[src/rtl/rtcnt_pkg.sv]
package rtcnt_pkg;

  // option byte field positions
  localparam int OPT_DIV_LSB   = 0;
  localparam int OPT_DIV_W     = 3;
  localparam int OPT_PRE_WDT   = 3;
  localparam int OPT_EDGE_FALL = 4;
  localparam int OPT_SRC_PIN   = 5;
  localparam int OPT_IRQ_OFF   = 6;
  localparam int OPT_W         = 8;

  typedef struct packed {
    logic preInc;
    logic preClr;
    logic cntInc;
    logic cntLoad;
    logic irqSet;
    logic irqClr;
  } rtcnt_strobe_t;

endpackage

[src/rtl/rtcnt_pin_sync.sv]
module rtcnt_pin_sync #(
  parameter int STAGES = 2
) (
  input  logic clk,
  input  logic rstN,
  input  logic pinIn,
  output logic pinRise,
  output logic pinFall
);
  // chain[STAGES-1] is the synchronised level, chain[STAGES] its previous value
  logic [STAGES:0] chain;

  always_ff @(posedge clk or negedge rstN) begin
    if (!rstN) chain <= '0;
    else       chain <= {chain[STAGES-1:0], pinIn};
  end

  assign pinRise =  chain[STAGES-1] & ~chain[STAGES];
  assign pinFall = ~chain[STAGES-1] &  chain[STAGES];
endmodule

[src/rtl/rtcnt_ctrl.sv]
module rtcnt_ctrl
  import rtcnt_pkg::*;
#(
  parameter int CNT_W = 8,
  parameter int PRE_W = 8
) (
  input  logic                cycleTick,
  input  logic                pinRise,
  input  logic                pinFall,
  input  logic [OPT_W-1:0]    optCfg,
  input  logic [PRE_W-1:0]    preCnt,
  input  logic [CNT_W-1:0]    cntValue,
  input  logic                cntWrEn,
  input  logic                irqClr,
  output rtcnt_strobe_t       stb,
  output logic                wdtTick
);
  localparam logic [CNT_W-1:0] CNT_TOP = '1;

  logic [OPT_DIV_W-1:0] divSel;
  logic                 preToWdt, edgeFall, srcPin, irqOff;
  logic                 unusedOptBit;
  logic                 pinEv, srcEv, preHit;
  logic [PRE_W-1:0]     divMask;

  assign divSel       = optCfg[OPT_DIV_LSB +: OPT_DIV_W];
  assign preToWdt     = optCfg[OPT_PRE_WDT];
  assign edgeFall     = optCfg[OPT_EDGE_FALL];
  assign srcPin       = optCfg[OPT_SRC_PIN];
  assign irqOff       = optCfg[OPT_IRQ_OFF];
  assign unusedOptBit = optCfg[OPT_W-1];

  // low (k+1) bits set: ratio 2^(k+1)
  always_comb begin
    for (int i = 0; i < PRE_W; i++) begin
      divMask[i] = (i <= int'(divSel));
    end
  end

  assign pinEv  = edgeFall ? pinFall : pinRise;
  assign srcEv  = srcPin ? pinEv : cycleTick;
  assign preHit = ((preCnt & divMask) == divMask);

  always_comb begin
    stb         = '0;
    stb.cntLoad = cntWrEn;
    stb.preClr  = cntWrEn;
    stb.irqClr  = irqClr;
    if (preToWdt) begin
      stb.preInc = cycleTick;
      stb.cntInc = srcEv & ~cntWrEn;
      wdtTick    = cycleTick & preHit;
    end else begin
      stb.preInc = srcEv;
      stb.cntInc = srcEv & preHit & ~cntWrEn;
      wdtTick    = cycleTick;
    end
    stb.irqSet = stb.cntInc & (cntValue == CNT_TOP) & ~irqOff;
  end
endmodule

[src/rtl/rtcnt_dp.sv]
module rtcnt_dp
  import rtcnt_pkg::*;
#(
  parameter int CNT_W = 8,
  parameter int PRE_W = 8
) (
  input  logic              clk,
  input  logic              rstN,
  input  rtcnt_strobe_t     stb,
  input  logic [CNT_W-1:0]  cntWrData,
  output logic [PRE_W-1:0]  preCnt,
  output logic [CNT_W-1:0]  cntValue,
  output logic              irqFlag
);
  always_ff @(posedge clk or negedge rstN) begin
    if (!rstN)           preCnt <= '0;
    else if (stb.preClr) preCnt <= '0;
    else if (stb.preInc) preCnt <= preCnt + PRE_W'(1);
  end

  always_ff @(posedge clk or negedge rstN) begin
    if (!rstN)            cntValue <= '0;
    else if (stb.cntLoad) cntValue <= cntWrData;
    else if (stb.cntInc)  cntValue <= cntValue + CNT_W'(1);
  end

  // a new wrap wins over a clear in the same cycle
  always_ff @(posedge clk or negedge rstN) begin
    if (!rstN)           irqFlag <= 1'b0;
    else if (stb.irqSet) irqFlag <= 1'b1;
    else if (stb.irqClr) irqFlag <= 1'b0;
  end
endmodule

[src/rtl/cycle_event_counter.sv]
module cycle_event_counter
  import rtcnt_pkg::*;
#(
  parameter int CNT_W       = 8,
  parameter int PRE_W       = 8,
  parameter int SYNC_STAGES = 2
) (
  input  logic             clk,
  input  logic             rstN,
  input  logic             cycleTick,
  input  logic             extPin,
  input  logic [7:0]       optCfg,
  input  logic             cntWrEn,
  input  logic [CNT_W-1:0] cntWrData,
  input  logic             irqClr,
  output logic [CNT_W-1:0] cntValue,
  output logic             irqReq,
  output logic             wdtTick
);
  logic             pinRise, pinFall;
  logic [PRE_W-1:0] preCnt;
  rtcnt_strobe_t    stb;

  rtcnt_pin_sync #(.STAGES(SYNC_STAGES)) u_sync (
    .clk(clk), .rstN(rstN), .pinIn(extPin),
    .pinRise(pinRise), .pinFall(pinFall)
  );

  rtcnt_ctrl #(.CNT_W(CNT_W), .PRE_W(PRE_W)) u_ctrl (
    .cycleTick(cycleTick), .pinRise(pinRise), .pinFall(pinFall),
    .optCfg(optCfg), .preCnt(preCnt), .cntValue(cntValue),
    .cntWrEn(cntWrEn), .irqClr(irqClr), .stb(stb), .wdtTick(wdtTick)
  );

  rtcnt_dp #(.CNT_W(CNT_W), .PRE_W(PRE_W)) u_dp (
    .clk(clk), .rstN(rstN), .stb(stb), .cntWrData(cntWrData),
    .preCnt(preCnt), .cntValue(cntValue), .irqFlag(irqReq)
  );
endmodule

[config.mk]
export PLATFORM = sky130hd
export DESIGN_NAME = cycle_event_counter
export DESIGN_NICKNAME = d
export VERILOG_FILES = /design/src/rtl/rtcnt_pkg.sv /design/src/rtl/rtcnt_pin_sync.sv /design/src/rtl/rtcnt_ctrl.sv /design/src/rtl/rtcnt_dp.sv /design/src/rtl/cycle_event_counter.sv
export SDC_FILE = /design/constraint.sdc
export NUM_CORES = 1
export LEC_CHECK = 0
export BUFFER_PORTS_ARGS = -buffer_cell sky130_fd_sc_hd__buf_2
export CAP_MARGIN = 25
export CORE_AREA = 2 2 57 85
export CTS_CLUSTER_SIZE = 28
export DETAILED_ROUTE_END_ITERATION = 10
export DIE_AREA = 0 0 59 87
export PLACE_DENSITY_LB_ADDON = 0.12
export SETUP_SLACK_MARGIN = 0.2
export SLEW_MARGIN = 20
export SYNTH_ARGS = -nofsm -noshare
export SYNTH_HDL_FRONTEND = slang
export SYNTH_SLANG_ARGS = --single-unit
[constraint.sdc]
create_clock -name clk -period 1.76 [get_ports clk]
set_input_delay 0.176 -clock clk [delete_from_list [all_inputs] [get_ports clk]]
set_output_delay 0.176 -clock clk [all_outputs]
set_load 0.05 [all_outputs]
==> Word level (Yosys, flattened, before mapping) <==
Index checks and enable logic that the tools add are counted.
{ "word_totals": {"reg_bits": 20, "in_bits": 22} }
{ "classes": {"add_sub_neg": 2, "magnitude_cmp": 7, "eq_ne": 2, "mux": 11, "n_bitwise": 13, "reduce_logical": 3} }
{ "op_table": {"columns": ["cell", "count"], "rows": [
  ["8-bit two-way mux", 4],
  ["8-bit by 1-bit adder with 8-bit output (second input constant)", 2],
  ["3-bit less-or-equal comparator (first input constant)", 4],
  ["1-bit AND", 8],
  ["8-bit AND", 1],
  ["8-bit equality test", 1],
  ["8-bit equality test (second input constant)", 1],
  ["1-bit two-way mux", 7],
  ["2-bit by 3-bit less-or-equal comparator with 1-bit output (first input constant)", 2],
  ["2-bit nonzero test", 3],
  ["1-bit inverter", 4],
  ["1-bit by 3-bit less-or-equal comparator with 1-bit output (first input constant)", 1]
]} }

==> Logic depth before layout (Yosys ltp) <==
Gate-level depths: netlist of the first run.
{ "logic_depth": {"ltp_word": 10, "mapped_depth": 6} }

==> By module <==
From an unflattened synthesis of the first run, not the netlist that was laid out.
{ "unflattened": {"hier_cells": 127, "hier_area_um2": 1182.4} }
{ "by_module_without_submodules": {"columns": ["mod", "n_inst", "cells_per_inst", "area_per_inst_um2", "seq_area_each_um2"], "rows": [
  ["rtcnt_dp", 1, 89, 898.4, 425.4],
  ["rtcnt_ctrl", 1, 33, 193.9, 0.0],
  ["rtcnt_pin_sync", 1, 5, 90.1, 75.1]
]} }

==> Least setup slack after synthesis of the first run <==
OpenSTA, ideal clock, no wires.
{ "synth_timing": {"path_kind": "register to register", "startpoint": "register u_sync.chain[2]", "endpoint": "register u_dp.cntValue[4]", "setup_ps": 82, "arrival_ps": 1680, "slack_ps": -2, "stages_incl_launch_ff": 6, "path_buffers": 0, "cell_sequence": "dfrtp_1 or3b_4 a31oi_4 nand3_4 or4_1 a31oi_1"} }
{ "synth_between": {"elab_chain_cells": 8, "elab_cells_between_ends": 10, "cone_classes": "mux (3); bitwise (6); reduce/logical (1)"} }
{ "synth_lines": {"columns": ["element", "line_no", "rtl"], "rows": [
  ["from (decl)", "rtcnt_pin_sync.sv:11", "logic [STAGES:0] chain;"],
  ["from (signal assigned)", "rtcnt_pin_sync.sv:15", "else chain <= {chain[STAGES-1:0], pinIn};"],
  ["1-bit inverter", "rtcnt_pin_sync.sv:18", "assign pinRise = chain[STAGES-1] & ~chain[STAGES];"],
  ["1-bit AND", "rtcnt_pin_sync.sv:18", null],
  ["1-bit two-way mux *", "rtcnt_ctrl.sv:40", "assign pinEv = edgeFall ? pinFall : pinRise;"],
  ["1-bit two-way mux *", "rtcnt_ctrl.sv:41", "assign srcEv = srcPin ? pinEv : cycleTick;"],
  ["1-bit AND (2 in a row)", "rtcnt_ctrl.sv:55", "stb.cntInc = srcEv & preHit & ~cntWrEn;"],
  ["1-bit two-way mux *", "rtcnt_ctrl.sv:49", "if (preToWdt) begin"],
  ["2-bit nonzero test (no source line) *", null, null],
  ["to (signal assigned)", "rtcnt_dp.sv:23", "else if (stb.cntLoad) cntValue <= cntWrData;"],
  ["to (signal assigned)", "rtcnt_dp.sv:24", "else if (stb.cntInc) cntValue <= cntValue + CNT_W'(1);"],
  ["to (decl)", "rtcnt_dp.sv:12", "output logic [CNT_W-1:0] cntValue,"]
]} }
Mark *: on every way between the ends. The rest lies on a longest branch, timed or not.
A chain may end at the register's enable or synchronous reset.

==> Final worst setup path of the first run <==
Ends and elaborated chain as after synthesis.

==> results.cfg, run 1 <==
[floorplanning]
io_pins = 32
dieArea_um2 = 5130
core_um2 = 4430
start_util = 0.269
num_rows = 30
die-width_um = 59
die_height_um = 87

[min_path]
whs_path_depth = 1
hold_start = extPin
hold_class = in2reg
whs_endpoint = u_sync.chain[0]

[power]
total_power_mw = 1.14
cellLeakagePower_nw = 0.696
p_comb_frac = 0.275
powerDensity_nw_per_um2 = 677
internal-power_uw = 761
seqPwrFrac = 0.455
clkPwrFrac = 0.269
peakVddDrop_mv = 0.207
p_sw_uw = 378
switching_share = 0.332

[route]
ant_nets = 0
wl_met2_mm = 1.64
vias = 1124
drt_iter0_markers = 44
wl_met3_um = 133
drt_wl_total_mm = 3.11
via_per_inst = 5.06
first_pass_iters = 4
drt-met1-wl_mm = 1.31
wl_per_cell_um = 14.0
drcViolationCount = 0
top_layer_used = met4

[setup_path]
endpoint_kind = flop
path_buf_inv = 0
cpLargestDelayFamily = simple AND/OR/NAND/NOR gates
cp_cell_sequence = or3b_4, a31oi_4, nand3_4, or4_1, a31oi_1
cp.arrival_ns = 1.97
reg2reg_to = u_dp.cntValue[4]
worst_ep_required_time_ns = 1.94
critPathMaxFanout = 5
crit_path_max_incr_delay_ns = 0.41
critical_path_class = reg2reg
crit_path_top_delay_cell = or3b_4
r2r_setup_slack_ns = -0.03
r2r-start = u_sync.chain[2]
start_kind = flop
rr_worst_depth = 5

[global_route]
grt_max_degree = 21
grt_util_all_layers = 0.130
overflow = 0
antenna_found_initial = 0
grt_pass1_vias = 1145
grt_pass1_wl_mm = 5.10

[placed_design]
dp_cells = 214
io_buffers = 30
placed_cell_area_um2 = 1540
hpwlAfterDp_mm = 2.28
place.gp.congestion = 0.808

[sta]
rsz0062_at_grt = true
setup_viol = 4
period_needed_ns = 1.79
post-route-period-util = 1.02
tns_ns = -0.0580
hold_violations = 0
maxSlewHeadroom = 0.686
finClkSkew_ns = 0.00256
setup_slack_ns = -0.0318
finalMaxSlewViolations = 0
timing.fmax_mhz = 558
tightest_slew_ns = 0.471

[job]
cap_violations = 0

[cells_and_area]
instances_no_fill = 222
nets = 200
fin_area_um2 = 1680
n_fill_cell = 456
syn_to_final_growth_pct = 41.3
antenna_cells = 0
layout-drive-gt1-share = 0.420

[yosys]
synth.most_common_cell = dfrtp_1
yosysTopAreaCellShare = 0.421
synth_seq_area_share = 0.421
ys.flop_type = dfrtp_1
syn_nets = 148
syn_inst = 124
ys_async_sr_fraction = 1.00
ys_types = 41
syn_area_per_cell_um2 = 9.60
ys_top_cells_by_area = dfrtp_1, nor2_1, xnor2_1
ys.warnings.count = 0
synth_edf_count = 0
ys_seq_elements = 20
synth_top_cell_by_area = dfrtp_1
synth_common_cells = dfrtp_1, nor2_1, a31oi_1
netlist_area_um2 = 1190

[clock_tree]
cts_tree = yes
cts.sinks = 20
clock_path_buffers = 2
path_clk_slew_ns = 0.08
cts_root_buf = clkbuf_8
clk_latency_ns = 0.26
cts_max_level = 1
cts_buffers = 3

[outcome]
violations = negative setup slack
status = finished, violations left
-- placed cells by master (no fill, tap or decap), drive strengths merged --
master and count:
a211o 1, a211oi 4, a21bo 1, a21o 1, a21oi 2, a2bb2oi 1, a311o 1, a311oi 2
a31o 1, a31oi 10, and2 1, and3 2, buf 49, clkbuf 3, dfrtp 20, dlygate4sd3 1
ha 2, inv 6, mux2i 1, nand2 5, nand2b 4, nand3 4, nand3b 2, nand4 4
nor2 17, nor2b 1, nor3b 1, o21ai 7, o21bai 1, o31ai 3, or2 1, or3 5
or3b 1, or4 2, xnor2 6, xor2 1
-- per-stage QoR --
step	util	setup slack, ns	hold WS (ns)
floorplan	-	0.0471	-0.120
global placement	0.348	-0.0201	0.165
detailed placement	0.348	-0.0450	0.164
CTS	0.374	-0.0625	0.0163
global route	0.380	-0.0963	0.0147
finish	0.380	-0.0318	0.0202
-- flip-flops by register name, indices dropped and copies added (netlist names) --
signal,count
u_dp.cntValue,8
u_sync.chain,3
u_dp.irqFlag,1
u_dp.preCnt,8
-- metal layers --
| metal | track usage | vias to the layer above |
|---|---|---|
| li1 | - | 560 |
| met4 | 0.0434 | 0 |
| met5 | 0 | - |
| met1 | 0.147 | 538 |
| met3 | 0.0208 | 2 |
| met2 | 0.238 | 24 |
-- cell type report --
| cell class | instances | area (µm²) | area share |
|---|---|---|---|
| Multi-Input combinational cell | 95 | 732 | 0.435 |
| Sequential cell | 20 | 500 | 0.298 |
| Timing Repair Buffer | 50 | 325 | 0.193 |
| Tap cell | 48 | 60.1 | 0.0357 |
| Clock buffer | 3 | 41.3 | 0.0246 |
| Inverter | 6 | 22.5 | 0.0134 |
-- logic make-up (layout without fill, tap and decap cells) --
group	Yosys count	in the layout	synth area share
AO/OA/AOI/OAI	35	35	0.226
XOR/XNOR	7	7	0.0515
adder cells (fa/ha/maj)	2	2	0.0210
buffers and inverters	9	59	0.0400
flip-flops	20	20	0.421
multiplexers	1	1	0.00841
AND/OR/NAND/NOR	50	50	0.232
-- power groups by stage --
stage	Clock, mW	Combinational [mW]	Sequential, mW
floorplan	0	0.119	0.591
global placement	0	0.291	0.527
detailed placement	0	0.291	0.528
CTS	0.321	0.309	0.519
global route	0.338	0.343	0.525
finish	0.307	0.314	0.518
-- repair_timing --
item	in CTS	in global routing
endpoints found under the hold margin	20	0
resized for setup	9	1
setup buffers	1	3
endpoints found under the setup margin	18	18
hold buffers	1	0
pin swaps	6	4
-- how the worst max path moves through the flow --
stage          slack (ns)          endpoint             from  cells past startpoint
4_1_cts             -0.06  u_dp.cntValue[4]  u_sync.chain[2]                      5
3_3_place_gp        -0.02  u_dp.cntValue[6]  u_sync.chain[2]                      5
5_1_grt              -0.1  u_dp.cntValue[2]  u_sync.chain[2]                      6
3_5_place_dp        -0.04  u_dp.cntValue[4]  u_sync.chain[2]                      5
2_1_floorplan        0.05  u_dp.cntValue[4]  u_sync.chain[2]                      5
6_report            -0.03  u_dp.cntValue[4]  u_sync.chain[2]                      5
Power figures use the tool's default switching activity.
==> run 2: changes to the inputs <==
==> constraint.sdc (replaced) <==
create_clock -name clk -period 1.5 [get_ports clk]
set_input_delay 0.225 -clock clk [delete_from_list [all_inputs] [get_ports clk]]
set_output_delay 0.225 -clock clk [all_outputs]
set_load 0.05 [all_outputs]
==> run 2 against run 1 <==
  * Critical path type is now reg2out
  * Critical endpoint is now wdtTick
  * Via count grew 7.3%
  * Routed wire length rose by 8.4%
  * The flow still finishes with violations (negative setup slack)
  * Cell area increased by 9.6%
==> results.cfg, run 2 (same netlist as run 1, synthesis figures left out) <==
[cells_and_area]
layout_common_cells = buf_2, buf_4, dfrtp_1
layout-drive-gt1-share = 0.478
fin_area_um2 = 1840
nets = 211
instances_no_fill = 234
top_regs = u_dp.cntValue (8), u_dp.preCnt (8), u_sync.chain (3)
antenna_cells = 0
syn_to_final_growth_pct = 54.9
finalCoreUtilization = 0.416
mostFrequentLayoutCell = buf_2

[placed_design]
io_buffers = 30
placed_cell_area_um2 = 1600
dp_cells = 220
place.gp.congestion = 0.810
hpwlAfterDp_mm = 2.52

[min_path]
hold_start = extPin
whs_endpoint = u_sync.chain[0]
hold_class = in2reg
whs_path_depth = 1

[route]
drcViolationCount = 0
drt_iter0_markers = 27
via_per_inst = 5.15
first_pass_iters = 6
drt_wl_total_mm = 3.37
wl_per_cell_um = 14.4
vias = 1206
ant_nets = 0

[setup_path]
worst_ep_required_time_ns = 1.27
r2r-start = u_sync.chain[2]
r2r_setup_slack_ns = -0.33
critPathMaxFanout = 3
rr_worst_depth = 5
endpoint_kind = primary output
cp.arrival_ns = 1.66
critical_path_class = reg2out
start_kind = flop
reg2reg_to = u_dp.cntValue[4]

[clock_tree]
cts_tree = yes
cts_root_buf = clkbuf_8
cts.sinks = 20
cts_buffers = 3
clock_path_buffers = 2
clk_latency_ns = 0.27
path_clk_slew_ns = 0.09
cts_max_level = 1

[sta]
setup_viol = 18
post-route-period-util = 1.26
timing.fmax_mhz = 531
period_needed_ns = 1.88
setup_slack_ns = -0.384
tns_ns = -4.17
finalMaxSlewViolations = 0
tightest_slew_ns = 0.480
rsz0062_at_grt = true
hold_violations = 0
finClkSkew_ns = 0.00458
whs_ns = 0.0544
maxSlewHeadroom = 0.680

[floorplanning]
die-width_um = 59
io_pins = 32
dieArea_um2 = 5130
start_util = 0.269
die_height_um = 87
num_rows = 30
core_um2 = 4430

[job]
cap_violations = 0

[global_route]
grt_util_all_layers = 0.142
antenna_found_initial = 0
grt_pass1_wl_mm = 5.58
grt_pass1_vias = 1225
overflow = 0
grt_max_degree = 21

[power]
peakVddDrop_mv = 0.352
powerDensity_nw_per_um2 = 867
cellLeakagePower_nw = 0.786

[outcome]
status = finished, violations left
violations = negative setup slack
[run 2: cell count changes in the layout (fill, tap and decap cells not counted), sizes merged]
| cell | delta |
|---|---|
| buf | +11 |
| bufinv | +1 |
[run 2: layout make-up]
type / instances / area (µm²)
flip-flops and latches: 20 / 500
clock inverters: 1 / 30.0
well taps: 48 / 60.1
clock buffers: 3 / 41.3
fillers: 460 / 2590
inverters: 6 / 22.5
multi-input cells: 95 / 764
repair buffers: 61 / 424
[run 2: worst max-delay path, cell delays in order (launching register included)]
cell      delay [ns]
dfrtp_1         0.39
nand2b_4        0.14
a21o_2          0.21
a311oi_2        0.31
buf_4           0.18
nor2b_4         0.03
buf_6           0.14
[run 2: stage by stage]
step,worst slack [ns],power (mW)
floorplan,-0.213,0.839
global placement,-0.302,0.979
detailed placement,-0.321,0.983
CTS,-0.401,1.59
global route,-0.454,1.67
finish,-0.384,1.60
[run 2: per-layer routing]
| layer | vias to the layer above | global-route usage | share of wire | routed length, µm |
|---|---|---|---|---|
| li1 | 580 | - | - | - |
| met1 | 587 | 0.152 | 0.38 | 1280 |
| met2 | 32 | 0.270 | 0.56 | 1900 |
| met3 | 7 | 0.0208 | 0.040 | 135 |
| met4 | 0 | 0.0579 | 0.015 | 52 |
| met5 | - | 0 | 0 | 0 |
[run 2: what timing repair did]
item | in CTS | in global routing
resized for setup | 13 | 11
setup endpoints to repair | 18 | 19
endpoints found under the hold margin | 20 | 0
hold buffers | 1 | 0
buffers inserted | 8 | 1
pin swaps | 8 | 7
[run 2: power breakdown]
part,internal [mW],leakage (nW),switching [mW]
logic,0.177,0.501,0.249
registers,0.571,0.249,0.0333
clock network,0.357,0.0357,0.211
[run 2: how the worst max path moves through the flow]
stage / from / endpoint / slack [ns] / depth (start not counted)
2_1_floorplan: u_sync.chain[2] / u_dp.cntValue[4] / -0.21 / 5
3_3_place_gp: u_sync.chain[2] / u_dp.cntValue[4] / -0.30 / 5
3_5_place_dp: u_sync.chain[2] / u_dp.cntValue[6] / -0.32 / 5
4_1_cts: u_dp.preCnt[2] / wdtTick / -0.40 / 6
5_1_grt: u_dp.preCnt[7] / wdtTick / -0.45 / 6
6_report: u_dp.preCnt[7] / wdtTick / -0.38 / 6
==> run 3: changes to the inputs <==
Clock period 1.5 ns to 2.1 ns, I/O delays scaled along.
==> run 3 against run 2 <==
  * The flow now finishes without violations
  * Die area stayed put
  * Register-to-register slack better by 0.61 ns
  * Clock skew barely moved
  * Cell count is 9.0% lower
  * Cell area fell by 16%
  * Critical path depth fell by 1
  * Largest cell class unchanged
  * Non-clock buffer count is 21 lower
  * Combinational power decreased by 45%
==> results.cfg, run 3 (same netlist as run 1, synthesis figures left out) <==
[cells_and_area]
top_regs = u_dp.cntValue (8), u_dp.preCnt (8), u_sync.chain (3)
syn_to_final_growth_pct = 29.4
mostFrequentLayoutCell = buf_2
layout_common_cells = buf_2, dfrtp_1, nor2_1
antenna_cells = 0
layout-drive-gt1-share = 0.358
nets = 190

[route]
wl_per_cell_um = 13.9
via_per_inst = 5.16
drcViolationCount = 0
drt_iter0_markers = 32
vias = 1099
first_pass_iters = 4
ant_nets = 0
drt_wl_total_mm = 2.95

[sta]
timing.fmax_mhz = 542
finClkSkew_ns = 0.00435
finalMaxSlewViolations = 0
tns_ns = 0
maxSlewHeadroom = 0.617
period_needed_ns = 1.84
setup_viol = 0
tightest_slew_ns = 0.571
hold_violations = 0
post-route-period-util = 0.878
rsz0062_at_grt = true
setup_slack_ns = 0.256

[setup_path]
rr_worst_depth = 6
cp_cell_sequence = o21bai_1, a21bo_2, a311oi_2, nor2b_1, buf_6
cp.arrival_ns = 1.53
r2r-start = u_sync.chain[2]
crit_path_top_delay_cell = dfrtp_1
worst_ep_required_time_ns = 1.78
crit_path_max_incr_delay_ns = 0.40
critical_path_class = reg2out
endpoint_kind = primary output
r2r_setup_slack_ns = 0.28
start_kind = flop
critPathMaxFanout = 3
reg2reg_to = u_dp.cntValue[7]

[floorplanning]
num_rows = 30
core_um2 = 4430
start_util = 0.269
die_height_um = 87
die-width_um = 59
io_pins = 32
dieArea_um2 = 5130

[placed_design]
hpwlAfterDp_mm = 2.15
dp_slack_ns = 0.153
io_buffers = 30
place.gp.congestion = 0.764

[power]
peakVddDrop_mv = 0.228
cellLeakagePower_nw = 0.641
powerDensity_nw_per_um2 = 630

[global_route]
grt_pass1_wl_mm = 4.86
grt_max_degree = 21
antenna_found_initial = 0
overflow = 0
grt_util_all_layers = 0.122
grt_pass1_vias = 1077

[clock_tree]
clk_latency_ns = 0.26
cts_buffers = 3
cts_tree = yes
clock_path_buffers = 2
cts_max_level = 1
cts.sinks = 20
cts_root_buf = clkbuf_8
path_clk_slew_ns = 0.08
cts_hold_buf = 0

[job]
cap_violations = 0

[outcome]
status = finished, final reports clean

[min_path]
hold_class = in2async
run 3: cell types whose count changed in the layout (fill, tap and decap cells not counted), sizes merged:
| cell | delta |
|---|---|
| dlygate4sd3 | -1 |
| clkbuf | +1 |
| buf | -20 |
| bufinv | -1 |
run 3: routing by layer:
| layer | GRT usage | up-vias | routed length [µm] |
|---|---|---|---|
| met2 | 0.216 | 25 | 1590 |
| met3 | 0.0208 | 2 | 94 |
| li1 | - | 538 | - |
| met4 | 0.0372 | 0 | 19 |
| met5 | 0 | - | 0 |
| met1 | 0.147 | 534 | 1250 |
run 3: what timing repair did:
item,4_1_cts,5_1_grt
gates resized for setup,2,7
pin swaps,1,7
setup buffers,3,4
setup endpoints to repair,2,5
run 3: how the worst max path moves through the flow:
stage	from	endpoint	slack, ns
3_3_place_gp	optCfg[1]	u_dp.cntValue[6]	0.17
4_1_cts	u_dp.preCnt[1]	wdtTick	0.19
6_report	u_dp.preCnt[5]	wdtTick	0.26
3_5_place_dp	optCfg[1]	u_dp.cntValue[6]	0.15
2_1_floorplan	optCfg[1]	wdtTick	0.22
5_1_grt	u_sync.chain[2]	u_dp.cntValue[5]	0.17
run 3: critical path: cells and delay by family, from the launching register on:
family,cells,cell delay [ns]
buffers and inverters,1,0.16
AND/OR/NAND/NOR,1,0.09
AO/OA/AOI/OAI,3,0.63
flip-flops,1,0.40
run 3: through the flow:
| stage | total power, mW | area (µm²) | hold slack, ns | cells | utilization |
|---|---|---|---|---|---|
| finish | 0.971 | 1540 | 0.00658 | 213 | 0.348 |
| global route | 1.02 | 1540 | 0.0377 | 213 | 0.348 |
| CTS | 0.976 | 1480 | 0.0273 | 209 | 0.335 |
| detailed placement | 0.663 | 1400 | 0.314 | 202 | 0.316 |
| global placement | 0.661 | 1400 | 0.317 | 202 | 0.316 |
| floorplan | 0.590 | 1190 | 0.0194 | 124 | - |
run 3: cell type report:
type / count / area (µm²)
well taps: 48 / 60.1
repair buffers: 40 / 235
clock buffers: 4 / 55.1
flip-flops and latches: 20 / 502
inverters: 6 / 22.5
fillers: 484 / 2890
multi-input cells: 95 / 666
run 3: report_power, final:
part	internal (mW)	switching (mW)	total [mW]	leakage, nW
clock	0.167	0.135	0.302	0.0288
sequential	0.408	0.0268	0.435	0.247
combinational	0.0832	0.150	0.233	0.365
